## src/rtl/sbt_pkg.sv

```systemverilog
package sbt_pkg;

    // Control states of the blanking machine
    typedef enum logic [1:0] {
        ST_IDLE  = 2'd0,
        ST_BLANK = 2'd1,
        ST_ARMED = 2'd2
    } sbt_state_e;

    // Window tiers, longest first
    typedef enum logic [1:0] {
        TIER_LONG  = 2'd0,
        TIER_MID   = 2'd1,
        TIER_SHORT = 2'd2,
        TIER_MIN   = 2'd3
    } sbt_tier_e;

    // Torque scaling codes
    typedef enum logic [1:0] {
        TQ_FULL = 2'b00,
        TQ_3Q   = 2'b01,
        TQ_HALF = 2'b10,
        TQ_1Q   = 2'b11
    } sbt_torque_e;

endpackage

```

## src/rtl/sbt_tier_lookup.sv

```systemverilog
module sbt_tier_lookup
    import sbt_pkg::*;
#(
    parameter int STEP_W   = 5,
    parameter int STEP_MAX = 16
) (
    input  logic [STEP_W-1:0] step_code,
    input  logic [1:0]        torque_sel,
    output sbt_tier_e         tier
);

    // Band edges are derived from the top step: upper half, upper quarter, upper eighth
    localparam logic [STEP_W-1:0] TOP_CODE = STEP_W'(STEP_MAX);
    localparam logic [STEP_W-1:0] EDGE_HI  = STEP_W'(STEP_MAX / 2);
    localparam logic [STEP_W-1:0] EDGE_MID = STEP_W'(STEP_MAX / 4);
    localparam logic [STEP_W-1:0] EDGE_LO  = STEP_W'(STEP_MAX / 8);

    logic [STEP_W-1:0] eff_step;
    logic [1:0]        band;     // 0 = upper half ... 3 = lowest eighth
    logic [1:0]        band_inc;
    sbt_torque_e       tq;

    // Clamp the step code into 1..STEP_MAX
    always_comb begin
        if (step_code == '0)
            eff_step = STEP_W'(1);
        else if (step_code > TOP_CODE)
            eff_step = TOP_CODE;
        else
            eff_step = step_code;
    end

    always_comb begin
        if (eff_step > EDGE_HI)
            band = 2'd0;
        else if (eff_step > EDGE_MID)
            band = 2'd1;
        else if (eff_step > EDGE_LO)
            band = 2'd2;
        else
            band = 2'd3;
    end

    // One band shorter, saturating at the shortest band
    assign band_inc = (band == 2'd3) ? 2'd3 : band + 2'd1;
    assign tq       = sbt_torque_e'(torque_sel);

    // Map band and torque code to a window tier
    always_comb begin
        unique case (tq)
            TQ_FULL: tier = sbt_tier_e'(band);
            TQ_3Q:   tier = (band == 2'd0) ? TIER_MID : sbt_tier_e'(band);
            TQ_HALF: tier = sbt_tier_e'(band_inc);
            TQ_1Q:   tier = (band == 2'd0) ? TIER_SHORT : TIER_MIN;
            default: tier = TIER_MIN;
        endcase
    end

endmodule

```

## src/rtl/sbt_fsm.sv

```systemverilog
module sbt_fsm
    import sbt_pkg::*;
#(
    parameter int CNT_W = 5
) (
    input  logic             clk,
    input  logic             rst_n,
    input  logic             start,
    input  logic             sense,
    input  logic [CNT_W-1:0] load_len,
    output logic             blank_active,
    output logic             trip
);

    sbt_state_e       state_q, state_d;
    logic [CNT_W-1:0] cnt_q, cnt_d;
    logic             cnt_zero;

    assign cnt_zero = (cnt_q == '0);

    // Next-state logic: a start pulse overrides every other transition
    always_comb begin
        state_d = state_q;
        unique case (state_q)
            ST_IDLE:  if (start) state_d = ST_BLANK;                                          // T_START
            ST_BLANK: if (start) state_d = ST_BLANK; else if (cnt_zero) state_d = ST_ARMED;   // T_RESTART / T_EXPIRE
            ST_ARMED: if (start) state_d = ST_BLANK; else if (sense) state_d = ST_IDLE;       // T_RESTART / T_TRIP
            default:  state_d = ST_IDLE;
        endcase
    end

    // Window counter: load length-1 on start, count down while blanking
    always_comb begin
        cnt_d = cnt_q;
        if (start)
            cnt_d = load_len - CNT_W'(1);
        else if (state_q == ST_BLANK && !cnt_zero)
            cnt_d = cnt_q - CNT_W'(1);
    end

    // State register
    always_ff @(posedge clk) begin
        if (!rst_n) begin
            state_q <= ST_IDLE;
            cnt_q   <= '0;
        end else begin
            state_q <= state_d;
            cnt_q   <= cnt_d;
        end
    end

    // Outputs
    always_comb begin
        blank_active = 1'b0;
        trip         = 1'b0;
        unique case (state_q)
            ST_IDLE:  ;
            ST_BLANK: blank_active = 1'b1;
            ST_ARMED: trip = sense;
            default:  ;
        endcase
    end

    // While the counter is above zero and no restart arrives, the window stays open
    assert_window_hold_R2: assert property (@(posedge clk) disable iff (!rst_n)
        (state_q == ST_BLANK && !cnt_zero && !start) |=> (state_q == ST_BLANK));

    // The counter steps down by exactly one per cycle, so a captured length cannot change
    assert_count_step_R9: assert property (@(posedge clk) disable iff (!rst_n)
        (state_q == ST_BLANK && !cnt_zero && !start) |=> (cnt_q == $past(cnt_q) - CNT_W'(1)));

    // The window closes into ARMED when the count is used up
    assert_expire_armed_R2: assert property (@(posedge clk) disable iff (!rst_n)
        (state_q == ST_BLANK && cnt_zero && !start) |=> (state_q == ST_ARMED));

    // A trip leads back to IDLE
    assert_trip_idle_R11: assert property (@(posedge clk) disable iff (!rst_n)
        (trip && !start) |=> (state_q == ST_IDLE && !trip));

endmodule

```

## src/rtl/sense_blank_timer.sv

```systemverilog
module sense_blank_timer
    import sbt_pkg::*;
#(
    parameter int STEP_W   = 5,
    parameter int STEP_MAX = 16,
    parameter int LEN_LONG  = 18,
    parameter int LEN_MID   = 15,
    parameter int LEN_SHORT = 12,
    parameter int LEN_MIN   = 9
) (
    input  logic              clk,
    input  logic              rst_n,
    input  logic              drive_start,
    input  logic              sense_raw,
    input  logic [STEP_W-1:0] step_code,
    input  logic [1:0]        torque_sel,
    output logic              trip_out,
    output logic              blank_active
);

    localparam int CNT_W = $clog2(LEN_LONG + 1);

    sbt_tier_e        tier;
    logic [CNT_W-1:0] win_len;

    sbt_tier_lookup #(
        .STEP_W  (STEP_W),
        .STEP_MAX(STEP_MAX)
    ) u_lookup (
        .step_code (step_code),
        .torque_sel(torque_sel),
        .tier      (tier)
    );

    // Tier to window length in clock cycles
    always_comb begin
        unique case (tier)
            TIER_LONG:  win_len = CNT_W'(LEN_LONG);
            TIER_MID:   win_len = CNT_W'(LEN_MID);
            TIER_SHORT: win_len = CNT_W'(LEN_SHORT);
            TIER_MIN:   win_len = CNT_W'(LEN_MIN);
            default:    win_len = CNT_W'(LEN_MIN);
        endcase
    end

    sbt_fsm #(
        .CNT_W(CNT_W)
    ) u_fsm (
        .clk         (clk),
        .rst_n       (rst_n),
        .start       (drive_start),
        .sense       (sense_raw),
        .load_len    (win_len),
        .blank_active(blank_active),
        .trip        (trip_out)
    );

    // The comparator never reaches the output while the window is open
    assert_mask_R3: assert property (@(posedge clk) disable iff (!rst_n)
        blank_active |-> !trip_out);

    // A start pulse always opens the window on the next cycle
    assert_start_opens_R10: assert property (@(posedge clk) disable iff (!rst_n)
        drive_start |=> blank_active);

    // Without a drive phase, no trip is reported
    assert_idle_quiet_R12: assert property (@(posedge clk) disable iff (!rst_n)
        (trip_out && !drive_start) |=> !trip_out);

endmodule

```

## config.mk

```make
export PLATFORM = sky130hd
export DESIGN_NAME = sense_blank_timer
export DESIGN_NICKNAME = d
export VERILOG_FILES = /design/src/rtl/sbt_pkg.sv /design/src/rtl/sbt_tier_lookup.sv /design/src/rtl/sbt_fsm.sv /design/src/rtl/sense_blank_timer.sv
export SDC_FILE = /design/constraint.sdc
export NUM_CORES = 1
export LEC_CHECK = 0
export ABC_AREA = 1
export BUFFER_PORTS_ARGS = -buffer_cell sky130_fd_sc_hd__buf_2
export CAP_MARGIN = 20
export CORE_AREA = 2 2 39 41
export DETAILED_ROUTE_END_ITERATION = 7
export DIE_AREA = 0 0 41 43
export GPL_TIMING_DRIVEN = 0
export SETUP_SLACK_MARGIN = 0.15
export SKIP_LAST_GASP = 1
export SLEW_MARGIN = 20
export SYNTH_ARGS = -nofsm -noshare
export SYNTH_HDL_FRONTEND = slang
export SYNTH_SLANG_ARGS = --single-unit
```

## constraint.sdc

```tcl
create_clock -name clk -period 5.4 [get_ports clk]
set_input_delay 1.08 -clock clk [delete_from_list [all_inputs] [get_ports clk]]
set_output_delay 1.08 -clock clk [all_outputs]
set_load 0.02 [all_outputs]
```

# Yosys cells after proc, flatten, opt, wreduce, memory -nomap -nowiden
# Index checks and enable logic that the tools add are counted.
[word_totals] mem_bits_rw=0 inputBits=11 rom_bits=0 latch_bits=0 reg_bits=7 mem_count=0
[classes] n_mul=0 eq_ne=12 n_div=0 addsub=3 n_mux=20 bitwise=0 n_lt_le_gt_ge=4 shifts=0 n_reduce_logical=10
[ops] cell="5-bit two-way mux" n=4
[ops] cell="5-bit one-hot mux with 4 select lines" n=1
[ops] cell="2-bit two-way mux" n=9
[ops] cell="2-bit == test, second input constant" n=6
[ops] cell="5-bit zero test" n=2
[ops] cell="5-bit by 1-bit subtractor with 5-bit output, second input constant" n=2
[ops] cell="2-bit zero test" n=4
[ops] cell="2-bit one-hot mux with 4 select lines" n=1
[ops] cell="2-bit by 1-bit == test with 1-bit output, second input constant" n=3
[ops] cell="2-bit one-hot mux with 3 select lines" n=1
[ops] cell="5-bit by 2-bit > comparator with 1-bit output, second input constant" n=1
[ops] cell="5-bit by 3-bit > comparator with 1-bit output, second input constant" n=1
[ops] cell="5-bit by 4-bit > comparator with 1-bit output, second input constant" n=1
[ops] cell="5-bit > comparator, second input constant" n=1
[ops] cell="1-bit two-way mux" n=4
[ops] cell="3-bit by 2-bit inequality test with 1-bit output, second input constant" n=1
[ops] cell="3-bit inequality test, second input constant" n=1
[ops] cell="3-bit AND reduction" n=1
[ops] cell="2-bit by 1-bit adder with 2-bit output, second input constant" n=1
[ops] cell="2-bit inequality test, second input constant" n=1
[ops] cell="2-bit nonzero test" n=1
[ops] cell="1-bit logical AND" n=1
[ops] cell="1-bit zero test" n=1

# Logic depth before layout (Yosys ltp)
# Gate-level depths: netlist of the first run.
[depth] word_depth=14 ltp_mapped=18 depth_no_buf=18

# By module
# A second synthesis of the first run with hierarchy kept.
[hier_totals] cells_unflattened=111 hier_area_um2=700.7
[by_module_without_submodules] mod="sbt_fsm" seq_area_each_um2=140.1 cells_per_inst=74 instances=1 area_per_inst_um2=503.0
[by_module_without_submodules] mod="sbt_tier_lookup" seq_area_each_um2=0.0 cells_per_inst=27 instances=1 area_per_inst_um2=122.6
[by_module_without_submodules] mod="sense_blank_timer" seq_area_each_um2=0.0 cells_per_inst=10 instances=1 area_per_inst_um2=75.1

# Worst setup path after synthesis of the first run
# Ideal clock, no wire load.
[synth_path] kind="in2reg" startpoint="in step_code[4]" endpoint="reg u_fsm.cnt_q[4]" path_stages=17 path_slack_ns=2.710 path_buffers=0 arrival_time_ns=2.624 required_ns=5.334 path_cell_list="nor2_2 > inv_2 > nand2_1 > nand2_1 > nand3_1 > nand2_1 > nand2_1 > inv_1 > ha_1 > nand2_1 > nand2_1 > a21oi_1 > ha_1 > nand3_1 > xor2_1 > nand2_1 > a21oi_2"
[synth_via] elab_chain_len=14
[synth_lines] element="start: declaration" line="sense_blank_timer.sv:15" rtl="input logic [STEP_W-1:0] step_code,"
[synth_lines] element="5-bit > comparator" line="sbt_tier_lookup.sv:27" rtl="else if (step_code > TOP_CODE)"
[synth_lines] element="5-bit two-way mux" line="sbt_tier_lookup.sv:27"
[synth_lines] element="5-bit two-way mux *" line="sbt_tier_lookup.sv:25" rtl="if (step_code == '0)"
[synth_lines] element="5-bit by 2-bit > comparator with 1-bit output" line="sbt_tier_lookup.sv:38" rtl="else if (eff_step > EDGE_LO)"
[synth_lines] element="1-bit two-way mux" line="sbt_tier_lookup.sv:38"
[synth_lines] element="2-bit two-way mux" line="sbt_tier_lookup.sv:36" rtl="else if (eff_step > EDGE_MID)"
[synth_lines] element="2-bit two-way mux *" line="sbt_tier_lookup.sv:34" rtl="if (eff_step > EDGE_HI)"
[synth_lines] element="2-bit by 1-bit adder with 2-bit output, or another cell as far along" line="sbt_tier_lookup.sv:45" rtl="assign band_inc = (band == 2'd3) ? 2'd3 : band + 2'd1;"
[synth_lines] element="2-bit two-way mux, or another cell as far along" line="sbt_tier_lookup.sv:45"
[synth_lines] element="2-bit one-hot mux with 4 select lines *" line="sbt_tier_lookup.sv:50" rtl="unique case (tq)"
[synth_lines] element="2-bit == test, or another cell as far along" line="sense_blank_timer.sv:37" rtl="unique case (tier)"
[synth_lines] element="5-bit one-hot mux with 4 select lines *" line="sense_blank_timer.sv:37"
[synth_lines] element="5-bit by 1-bit subtractor with 5-bit output *" line="sbt_fsm.sv:36" rtl="cnt_d = load_len - CNT_W'(1);"
[synth_lines] element="5-bit two-way mux *" line="sbt_fsm.sv:35" rtl="if (start)"
[synth_lines] element="end signal: assignment" line="sbt_fsm.sv:48" rtl="cnt_q <= cnt_d;"
[synth_lines] element="end: declaration" line="sbt_fsm.sv:16" rtl="logic [CNT_W-1:0] cnt_q, cnt_d;"
# Every way passes the cells marked *; elsewhere a longest branch is shown, timed or not.
# A chain may end at the register's enable or synchronous reset.

# Final worst setup path of the first run
# Same ends and word-level chain as after synthesis.

==> impl_results.md, run 1 <==
- Status: finished clean
- Max_slew headroom: between 70% and 80%
- Pleak: about 0.37 nW
- Layout area overhead: 18.93%
- GRT Resource Usage Total: between 10% and 20%
- Mapped Area: approximately 560 um^2
- Rows: 14
- Cell taking the most area after synthesis: dfxtp_1
- Number of global-route vias before repair: around 550
- Routed via count: 611
- Worst R2R Start: u_fsm.cnt_q[0]
- Critical path class: primary input to flop
- Worst Setup Start Kind: primary input
- Hold path cells: 2
- Final WL: between 1000 and 1500 um
- RSZ-0062 raised after global routing: no
- CTS tree: yes
- Hold buffers post-CTS: 0
- Yosys top cell area share: 24.94%
- Post-Syn Instances: 92
- Pin count of the biggest net entering global routing: 9
- Ys async rst share: 0%
- Final hold viol count: 0
- First-pass detailed-route iteration total: 4
- Die H: 43 um
- Worst reg2reg setup slack: 3.99 ns
- Worst hold start: u_fsm.cnt_q[2]
- Core Area: approximately 1400 um^2
- Clock sink count: 7
- Post-CTS setup buffer count: 0
- Least-Margin Pin Slew: 0.3660 ns
- CP Launch Point: step_code[4]
- CP arrival: 2.94 ns
- Layout Skew: 0.003691 ns
- Most numerous cell in the Yosys netlist: nand2_1
- Wire per inst: 9.113 um
- Top delay family on crit path: simple AND/OR/NAND/NOR gates
- Initial antenna violation count: 0
- Critical Path Most Common Cell: nand2_1
- CTS clock-pin slew for the worst setup and hold paths: 0.06 ns
- Number of remaining DRC errors: 0
- Clock Path Buffers: 2
- Worst-case vdd ir drop: 116.4 uV
- PwrDens: 244.3 nW/um^2
- First-pass GRT wire length: 2049 um
- CP Cell Sequence: buf_2 > nor2_2 > inv_2 > nand2_1 > nand2_1 > nand3_1 > nand2_1 > nand2_1 > inv_1 > ha_1 > nand2_1 > nand2_1 > a21oi_1 > ha_1 > nand3_1 > xor2_1 > nand2_1 > a21oi_2
- Top_reg_cell synth: dfxtp_1
- Crit Path Max Fanout: 3
- Violation count after the first detailed-route iteration: 13
- Chip width: 41 um
- H-tree depth: 1
- Count of cell types in the netlist: 22
- Post-Route Utilization: approximately half
- Total power: approximately 0.16 mW
- Root buffer cell: clkbuf_4
- Grt ovf: 0
- Total of max-cap violations: 0
- Crit share post-route: about half
- Mean post-synth cell area: 6.106 um^2
- Synth top area cells: dfxtp_1 (25%), nand2_1 (15%), inv_1 (12%)
- CP max-delay cell: ha_1
- Final setup fails: 0
- Via density: approximately 5
- Post-DRT Antenna Nets: 0
- EDFF count, synth: 0
- WP buf/inv: 3
- Layout fillers: 150
- Worst Hold Path EP: u_fsm.cnt_q[2]
- IO Port Bufs: 12
- Fmax: 363.9 MHz
- Final #Nets: 123
- Slowest stage delay, CP: 0.22 ns
- Critical path required time: ~5.6 ns
- Post-cts sizing count: 0
- Initial Utilization: 40.60%
- RePlAce Congestion: 0.8054
- Post-synthesis register bit count: 7
- I/O pin count: 13
- Layout cells sized above 1: between 20% and 30%
- Top cells by count, synth: nand2_1 (22), inv_1 (18), nand3_1 (9)
- Reg2reg end: u_fsm.cnt_q[4]
- Die area: 1763 um^2
- Final min period: 2.748 ns
- Final Max Tran Viols: 0
- Sequential area share after synthesis: between 20% and 30%
- Diodes inserted: 0
- HP Class: flop to flop
- R2r worst-path depth: 7
- Skew-Pair Late Insertion Delay: 0.25 ns
- TritonCTS Buffers: 3
- Setup TNS: 0 ns
- DP Wirelength: 932.4 um
- Synth warn: 0
- Post-synth net total: approximately 110
- Worst Setup End Kind: flop
## routing by layer
| metal | share of wire (%) | global-route usage (%) | vias up |
|---|---|---|---|
| met4 | 0.62 | 8.000 | 0 |
| met3 | 3.9 | 3.141 | 2 |
| li1 | - | - | 326 |
| met2 | 48 | 26.25 | 11 |
| met1 | 47 | 20.65 | 272 |
| met5 | 0 | 0 | - |
## registers in the layout, summed over array words and instances (netlist names)
register       count
u_fsm.cnt_q        5
u_fsm.state_q      2
## worst max path at each step
stage / end / cells past startpoint
floorplan: u_fsm.cnt_q[4] / 17
global placement: u_fsm.cnt_q[4] / 18
detailed placement: u_fsm.cnt_q[4] / 18
CTS: u_fsm.cnt_q[4] / 18
global route: u_fsm.cnt_q[4] / 18
finish: u_fsm.cnt_q[4] / 18
## kinds of logic after synthesis
family | count (synthesis) | synth area share [%]
simple gates | 44 | 35.86
buf+inv | 20 | 13.36
compound gates | 16 | 16.04
flops | 7 | 24.94
fa+ha+maj | 3 | 6.682
xor+xnor | 2 | 3.119
## worst min-delay path, stage by stage (launching register included)
cell	delay, ns
dfxtp_1	0.30
inv_1	0.06
a21oi_1	0.06
## cell usage in the layout (no fill, tap or decap), types with 3 or more instances in the layout
cell / count
nand2_1: 22
inv_1: 18
buf_2: 12
nand3_1: 9
dfxtp_1: 7
a21oi_1: 6
o21ai_0: 5
nor2_1: 3
ha_1: 3
clkbuf_4: 3
## where the power goes
part	switching, mW	total [mW]	internal [mW]	leakage [nW]
clock network	0.0205	0.0488	0.0283	0.0150
logic	0.0312	0.0528	0.0215	0.296
registers	0.00397	0.0617	0.0577	0.0580
total	0.0557	0.163	0.108	0.369
## cell type report
class | count | area (um^2) | share of cell area (%)
inverters | 20 | 75.07 | 11.24
flip-flops and latches | 7 | 140.1 | 20.97
multi-input cells | 65 | 346.6 | 51.87
well taps | 16 | 20.02 | 2.996
repair buffers | 12 | 60.06 | 8.989
clock buffers | 4 | 26.28 | 3.933
## through the flow
step                hold WS [ns]  std cells  worst slack (ns)  area (um^2)
detailed placement        0.4642        120             2.377        641.9
CTS                       0.4731        124             2.646        668.1
global route              0.4988        124             2.399        668.1
floorplan                 0.4411         92             2.710        561.8
global placement          0.4659        120             2.424        641.9
finish                    0.4678        124             2.652        668.1
(Power assumes the default switching activity.)
==> run 2, diff against run 1 <==
--- a/config.mk
+++ b/config.mk
@@ -5,13 +5,14 @@
 export SDC_FILE = /design/constraint.sdc
 export NUM_CORES = 1
 export LEC_CHECK = 0
-export ABC_AREA = 1
+export ABC_AREA = 0
 export BUFFER_PORTS_ARGS = -buffer_cell sky130_fd_sc_hd__buf_2
 export CAP_MARGIN = 20
 export CORE_AREA = 2 2 39 41
 export DETAILED_ROUTE_END_ITERATION = 7
 export DIE_AREA = 0 0 41 43
 export GPL_TIMING_DRIVEN = 0
+export PLACE_DENSITY = 0.71
 export SETUP_SLACK_MARGIN = 0.15
 export SKIP_LAST_GASP = 1
 export SLEW_MARGIN = 20
==> constraint.sdc (replaced) <==
create_clock -name clk -period 2.6 [get_ports clk]
set_input_delay 0.52 -clock clk [delete_from_list [all_inputs] [get_ports clk]]
set_output_delay 0.52 -clock clk [all_outputs]
set_load 0.02 [all_outputs]
==> impl_results.md, run 2 <==
- Initial Utilization: 45.93% (was 40.60%)
- H-tree depth: 1 (unchanged)
- PwrDens: 481.0 nW/um^2 (was 244.3 nW/um^2)
- Total of max-cap violations: 0 (unchanged)
- Worst R2R Start: u_fsm.cnt_q[0] (unchanged)
- R2r worst-path depth: 6 (was 7)
- Hold buffers post-CTS: 0 (unchanged)
- Final Max Tran Viols: 0 (unchanged)
- Pin count of the biggest net entering global routing: 11 (was 9)
- Sequential area share after synthesis: 22.05% (was 24.94%)
- Post-synth net total: 87 (was 106)
- Status: complete, but fails checks (was finished clean)
- Flop pwr share: 32.7% (was 37.8%)
- Post-DRT Antenna Nets: 0 (unchanged)
- Layout Skew: 0.008731 ns (was 0.003691 ns)
- Switch share: 34.56% (was 34.12%)
- Final min period: 2.614 ns
- Number of remaining DRC errors: 0 (unchanged)
- Core Area: 1384 um^2 (unchanged)
- Max_slew headroom: 66.91% (was 75.34%)
- Routed via count: 640 (was 611)
- GRT Resource Usage Total: 21.24% (was 16.68%)
- Largest register FFs: 5 (unchanged)
- DP Wirelength: 1056 um (was 932.4 um)
- Chip width: 41 um (unchanged)
- Fmax: 382.6 MHz
- Critical path required time: 2.76 ns (was 5.59 ns)
- Reg2reg end: u_fsm.cnt_q[2] (was u_fsm.cnt_q[4])
- Layout cells sized above 1: 41.94% (was 21.30%)
- Rows: 14 (unchanged)
- Worst-case vdd ir drop: 181.8 uV (was 116.4 uV)
- CTS clock-pin slew for the worst setup and hold paths: 0.06 ns (about the same)
- Least-Margin Pin Slew: 0.4963 ns (was 0.3660 ns)
- Via density: 5.872 (was 4.927)
- Top cells by count, synth: dfxtp_1 (7), nand2_1 (6), nor2_1 (5) (was nand2_1 (22), inv_1 (18), nand3_1 (9))
- Skew-Pair Late Insertion Delay: 0.26 ns (was 0.25 ns)
- RSZ-0062 raised after global routing: yes (was no)
- Number of global-route vias before repair: 597 (was 548)
- First-pass detailed-route iteration total: 4 (unchanged)
- Setup TNS: -0.02063 ns (was 0 ns)
- Clock Path Buffers: 2 (unchanged)
- Mean post-synth cell area: 8.707 um^2 (was 6.106 um^2)
- RePlAce Congestion: 0.7323 (was 0.8054)
- EDFF count, synth: 0 (unchanged)
- Crit Path Max Fanout: 4 (was 3)
- Clock network power share: 24.8% (was 29.9%)
- Post-synthesis register bit count: 7 (unchanged)
- Ys async rst share: 0% (unchanged)
- Cell area after layout: 868.3 um^2 (was 668.1 um^2)
- Synth top area cells: dfxtp_1 (22%), ha_1 (5.9%), o41ai_2 (5.1%) (was dfxtp_1 (25%), nand2_1 (15%), inv_1 (12%))
- Die area: 1763 um^2 (unchanged)
- P_sw: 0.1444 mW (was 0.05570 mW)
- Grt ovf: 0 (unchanged)
- Worst Setup End Kind: flop (unchanged)
- Yosys top cell area share: 22.05% (was 24.94%)
- CTS tree: yes (unchanged)
- Worst slack, placed: -0.2954 ns (was 2.377 ns)
- Mapped Area: 635.6 um^2 (was 561.8 um^2)
- Worst setup path end: u_fsm.cnt_q[4] (unchanged)
- Pleak: 0.3722 nW (was 0.3693 nW)
- CP Launch Point: torque_sel[1] (was step_code[4])
- Worst Setup Start Kind: primary input (unchanged)
- Final #Nets: 108 (was 123)
- Top reg by flops: u_fsm.cnt_q (unchanged)
- I/O pin count: 13 (unchanged)
- Final WS setup: -0.01352 ns (was 2.652 ns)
- Post-Syn Instances: 73 (was 92)
- Layout area overhead: 36.61% (was 18.93%)
- Initial antenna violation count: 0 (unchanged)
- Violation count after the first detailed-route iteration: 14 (was 13)
- Worst reg2reg setup slack: 1.05 ns (was 3.99 ns)
- Placed instance area: 725.7 um^2 (was 641.9 um^2)
- Crit share post-route: 100.5%
- Failing checks: setup timing
- Wire per inst: 14.69 um (was 9.113 um)
- Count of cell types in the netlist: 41 (was 22)
- Top_reg_cell synth: dfxtp_1 (unchanged)
- Die H: 43 um (unchanged)
- Clock sink count: 7 (unchanged)
- TritonCTS Buffers: 3 (unchanged)
- Cell taking the most area after synthesis: dfxtp_1 (unchanged)
- Final setup fails: 2 (was 0)
- Diodes inserted: 0 (unchanged)
- Final hold viol count: 0 (unchanged)
- P_int: 0.2733 mW (was 0.1075 mW)
- First-pass GRT wire length: 2497 um (was 2049 um)
- Most frequent cells in the layout: dfxtp_1 (7), buf_2 (6), buf_4 (6) (was nand2_1 (22), inv_1 (18), buf_2 (12))
- Top Registers: u_fsm.cnt_q (5), u_fsm.state_q (2) (unchanged)
- Synth warn: 0 (unchanged)
- Most numerous cell in the Yosys netlist: dfxtp_1 (was nand2_1)
- Most common cell after layout, fill and taps aside: dfxtp_1 (was nand2_1)
- CP arrival: 2.77 ns (was 2.94 ns)
- Combinational share of power: 42.5% (was 32.3%)
- IO Port Bufs: 10 (was 12)
- Root buffer cell: clkbuf_4 (unchanged)
- HP Class: flop to flop (unchanged)
- Final WL: 1601 um (was 1130 um)
- Critical path class: primary input to flop (unchanged)
-- run 2: cell type report --
class | instances | area [um^2]
Fill cell | 124 | 515.5
Inverter | 5 | 18.77
Sequential cell | 7 | 140.1
Multi-Input combinational cell | 58 | 520.5
Timing Repair Buffer | 16 | 120.1
Clock buffer | 4 | 26.28
Buffer | 3 | 22.52
Tap cell | 16 | 20.02
-- run 2: worst min path at each step --
stage,depth (start not counted),slack [ns],to,from
floorplan,1,0.46,u_fsm.state_q[0],u_fsm.state_q[1]
global placement,1,0.49,u_fsm.state_q[0],u_fsm.state_q[1]
detailed placement,1,0.51,u_fsm.state_q[0],u_fsm.state_q[1]
CTS,1,0.51,u_fsm.state_q[0],u_fsm.state_q[1]
global route,2,0.55,u_fsm.cnt_q[4],rst_n
finish,1,0.52,u_fsm.state_q[0],u_fsm.state_q[1]
-- run 2: worst max-delay path: stages --
cell and delay (ns):
buf_8 0.10, and4b_1 0.21, o41ai_2 0.39, o311a_4 0.29, inv_2 0.05, ha_4 0.16
nor2_4 0.09, nand2_2 0.06, o21ai_2 0.07, ha_2 0.19, nand3b_1 0.14, nor3_2 0.21
mux2i_1 0.09, o211a_1 0.20
-- run 2: cell families after synthesis --
family | Yosys count | share of synthesized area (%)
xor+xnor | 1 | 1.378
fa+ha+maj | 3 | 5.906
mux | 2 | 3.150
compound gates | 22 | 31.50
buf+inv | 8 | 5.903
flops | 7 | 22.05
simple gates | 30 | 30.12
-- run 2: power by group through the flow --
stage / Combinational [mW] / Sequential (mW) / Clock [mW]
floorplan: 0.111 / 0.134 / 0
global placement: 0.137 / 0.138 / 0
detailed placement: 0.140 / 0.138 / 0
CTS: 0.159 / 0.136 / 0.105
global route: 0.193 / 0.139 / 0.114
finish: 0.177 / 0.137 / 0.104
-- run 2: what timing repair did --
item / in CTS / in global routing
cloned: 0 / 0
setup endpoints to repair: 2 / 2
setup buffers: 5 / 1
resized for setup: 10 / 7
pin swaps: 8 / 6
-- run 2: metal layers --
layer | up-vias | global-route usage, % | wire length (um)
li1 | 318 | - | -
met1 | 301 | 23.00 | 683
met2 | 16 | 36.25 | 834
met3 | 5 | 3.141 | 40
met4 | 0 | 12.00 | 42
met5 | - | 0 | 0
-- run 2: through the flow --
step	utilization [%]	hold slack (ns)	power, mW	std cells
final	62.75	0.5247	0.4177	109
after CTS	60.04	0.5102	0.3999	108
after floorplan	-	0.4569	0.2449	73
after global placement	52.44	0.4908	0.2744	99
after detailed placement	52.44	0.5106	0.2781	99
after global routing	62.75	0.5453	0.4456	109
==> run 3, diff against run 2 <==
==> constraint.sdc (replaced) <==
create_clock -name clk -period 2.6 [get_ports clk]
set_input_delay 0.26 -clock clk [delete_from_list [all_inputs] [get_ports clk]]
set_output_delay 0.26 -clock clk [all_outputs]
set_load 0.02 [all_outputs]
==> impl_results.md, run 3 (same netlist as run 2, synthesis figures left out) <==
- PwrDens: 471.5 nW/um^2 (was 481.0 nW/um^2)
- Number of remaining DRC errors: 0 (unchanged)
- Routed via count: 654 (was 640)
- Diodes inserted: 0 (unchanged)
- Pleak: 0.3730 nW (was 0.3722 nW)
- Clock network power share: 24.9% (was 24.8%)
- Worst Setup Start Kind: primary input (unchanged)
- Switch share: 33.50% (was 34.56%)
- Final hold viol count: 0 (unchanged)
- Layout cells sized above 1: 38.30% (was 41.94%)
- Chip width: 41 um (unchanged)
- Die area: 1763 um^2 (unchanged)
- Layout area overhead: 33.27% (was 36.61%)
- CP Launch Point: torque_sel[1] (unchanged)
- Skew-Pair Late Insertion Delay: 0.25 ns (was 0.26 ns)
- First-pass GRT wire length: 2063 um (was 2497 um)
- Fmax: 411.1 MHz (was 382.6 MHz)
- P_sw: 0.1338 mW (was 0.1444 mW)
- Number of global-route vias before repair: 526 (was 597)
- Worst slack, placed: -0.1141 ns (was -0.2954 ns)
- Worst-case vdd ir drop: 338.9 uV (was 181.8 uV)
- Critical path required time: 2.80 ns (was 2.76 ns)
- IO Port Bufs: 10 (unchanged)
- Most common cell after layout, fill and taps aside: buf_4 (was dfxtp_1)
- Clock Path Buffers: 2 (unchanged)
- RePlAce Congestion: 0.8590 (was 0.7323)
- Final min period: 2.432 ns (was 2.614 ns)
- Top reg by flops: u_fsm.cnt_q (unchanged)
- CP arrival: 2.63 ns (was 2.77 ns)
- CTS clock-pin slew for the worst setup and hold paths: 0.05 ns (was 0.06 ns)
- Non-filler instance count after layout: 110 (was 109)
- CTS tree: yes (unchanged)
- Final Max Tran Viols: 0 (unchanged)
- Root buffer cell: clkbuf_4 (unchanged)
- Core Area: 1384 um^2 (unchanged)
- Grt ovf: 0 (unchanged)
- I/O pin count: 13 (unchanged)
- Via density: 5.945 (was 5.872)
- Worst R2R Start: u_fsm.cnt_q[0] (unchanged)
- Crit share post-route: 93.55% (was 100.5%)
- Status: finished clean (was complete, but fails checks)
- Final WL: 1472 um (was 1601 um)
- Post-Route Utilization: 61.21% (was 62.75%)
- Least-Margin Pin Slew: 0.4728 ns (was 0.4963 ns)
- Flop pwr share: 34.2% (was 32.7%)
- Critical path class: primary input to flop (unchanged)
- Final WS setup: 0.1676 ns (was -0.01352 ns)
- Layout Skew: 0.001150 ns (was 0.008731 ns)
- Final setup fails: 0 (was 2)
- Max_slew headroom: 68.48% (was 66.91%)
- GRT Resource Usage Total: 17.52% (was 21.24%)
- Final #Nets: 109 (was 108)
- Wire per inst: 13.38 um (was 14.69 um)
- Post-DRT Antenna Nets: 0 (unchanged)
- DP Wirelength: 1040 um (was 1056 um)
- RSZ-0062 raised after global routing: yes (unchanged)
- Die H: 43 um (unchanged)
- Total of max-cap violations: 0 (unchanged)
- CP max-delay cell: o41ai_2 (unchanged)
- Combinational share of power: 40.9% (was 42.5%)
- Worst Setup End Kind: flop (unchanged)
- Crit Path Max Fanout: 6 (was 4)
- Violation count after the first detailed-route iteration: 9 (was 14)
- Initial Utilization: 45.93% (unchanged)
- Cells after DPL: 99 (unchanged)
- HP Class: primary input to flop (was flop to flop)
- Pin count of the biggest net entering global routing: 11 (unchanged)
- Rows: 14 (unchanged)
- CP Cell Sequence: buf_12 > and4b_1 > o41ai_2 > o311a_4 > inv_4 > ha_4 > nor2_1 > nand2_1 > o21ai_1 > ha_2 > nand3b_1 > nor3_2 > mux2i_1 > o211a_1 (was buf_8 > and4b_1 > o41ai_2 > o311a_4 > inv_2 > ha_4 > nor2_4 > nand2_2 > o21ai_2 > ha_2 > nand3b_1 > nor3_2 > mux2i_1 > o211a_1)
- Worst hold start: rst_n (was u_fsm.state_q[1])
- P_int: 0.2656 mW (was 0.2733 mW)
- H-tree depth: 1 (unchanged)
- Cell area after layout: 847.1 um^2 (was 868.3 um^2)
- First-pass detailed-route iteration total: 4 (unchanged)
- TritonCTS Buffers: 3 (unchanged)
- Clock sink count: 7 (unchanged)
- Initial antenna violation count: 0 (unchanged)
- Placed instance area: 710.7 um^2 (was 725.7 um^2)
- Largest register FFs: 5 (unchanged)
- Top Registers: u_fsm.cnt_q (5), u_fsm.state_q (2) (unchanged)
- Most frequent cells in the layout: buf_4 (8), buf_2 (7), dfxtp_1 (7) (was dfxtp_1 (7), buf_2 (6), buf_4 (6))
- Slowest stage delay, CP: 0.36 ns (was 0.39 ns)
## run 3: worst paths after layout
| check | slack, ns | endpoint | cells past startpoint |
|---|---|---|---|
| setup / recovery | 0.17 | u_fsm.cnt_q[4] | 14 |
| hold / removal | 0.28 | u_fsm.cnt_q[1] | 2 |
| setup reg to reg | 1.03 | u_fsm.cnt_q[3] | 4 |
| hold reg to reg | 0.52 | u_fsm.state_q[0] | 1 |
## run 3: routing by layer
metal / part of all wire [%] / global-route usage [%]
met1: 45 / 21.43
met2: 51 / 26.25
met3: 3.5 / 9.424
met4: 0.48 / 4.000
met5: 0 / 0
## run 3: area by class of cell
class	instances	area (um^2)
Fill cell	117	536.8
Timing Repair Buffer	17	117.6
Buffer	3	27.53
Tap cell	16	20.02
Inverter	5	21.27
Multi-Input combinational cell	58	494.2
Sequential cell	7	140.1
Clock buffer	4	26.28
## run 3: stage by stage
step / TNS, ns / hold slack, ns / power, mW
after floorplan: 0 / 0.3912 / 0.2414
after global placement: -0.1630 / 0.4974 / 0.2703
after detailed placement: -0.2122 / 0.5041 / 0.2743
after CTS: 0 / 0.2736 / 0.3767
after global routing: 0 / 0.2661 / 0.4306
final: 0 / 0.2808 / 0.3994
## run 3: power by group through the flow
stage | combinational (mW) | clock, mW | sequential (mW)
after floorplan | 0.107 | 0 | 0.134
after global placement | 0.133 | 0 | 0.137
after detailed placement | 0.136 | 0 | 0.138
after CTS | 0.137 | 0.104 | 0.136
after global routing | 0.178 | 0.114 | 0.138
final | 0.163 | 0.0995 | 0.137
## run 3: worst max-delay path: cells and delay by family
| family | cells | cell delay [ns] |
|---|---|---|
| AO/OA/AOI/OAI | 4 | 0.91 |
| adder cells (fa/ha/maj) | 2 | 0.37 |
| buffers and inverters | 2 | 0.14 |
| multiplexers | 1 | 0.23 |
| AND/OR/NAND/NOR | 5 | 0.73 |
## run 3: timing repair
item / in CTS / in global routing
buffers inserted: 0 / 7
resized for setup: 0 / 14
pin swaps: 1 / 7
setup endpoints to repair: 1 / 2
hold buffers: 0 / 0
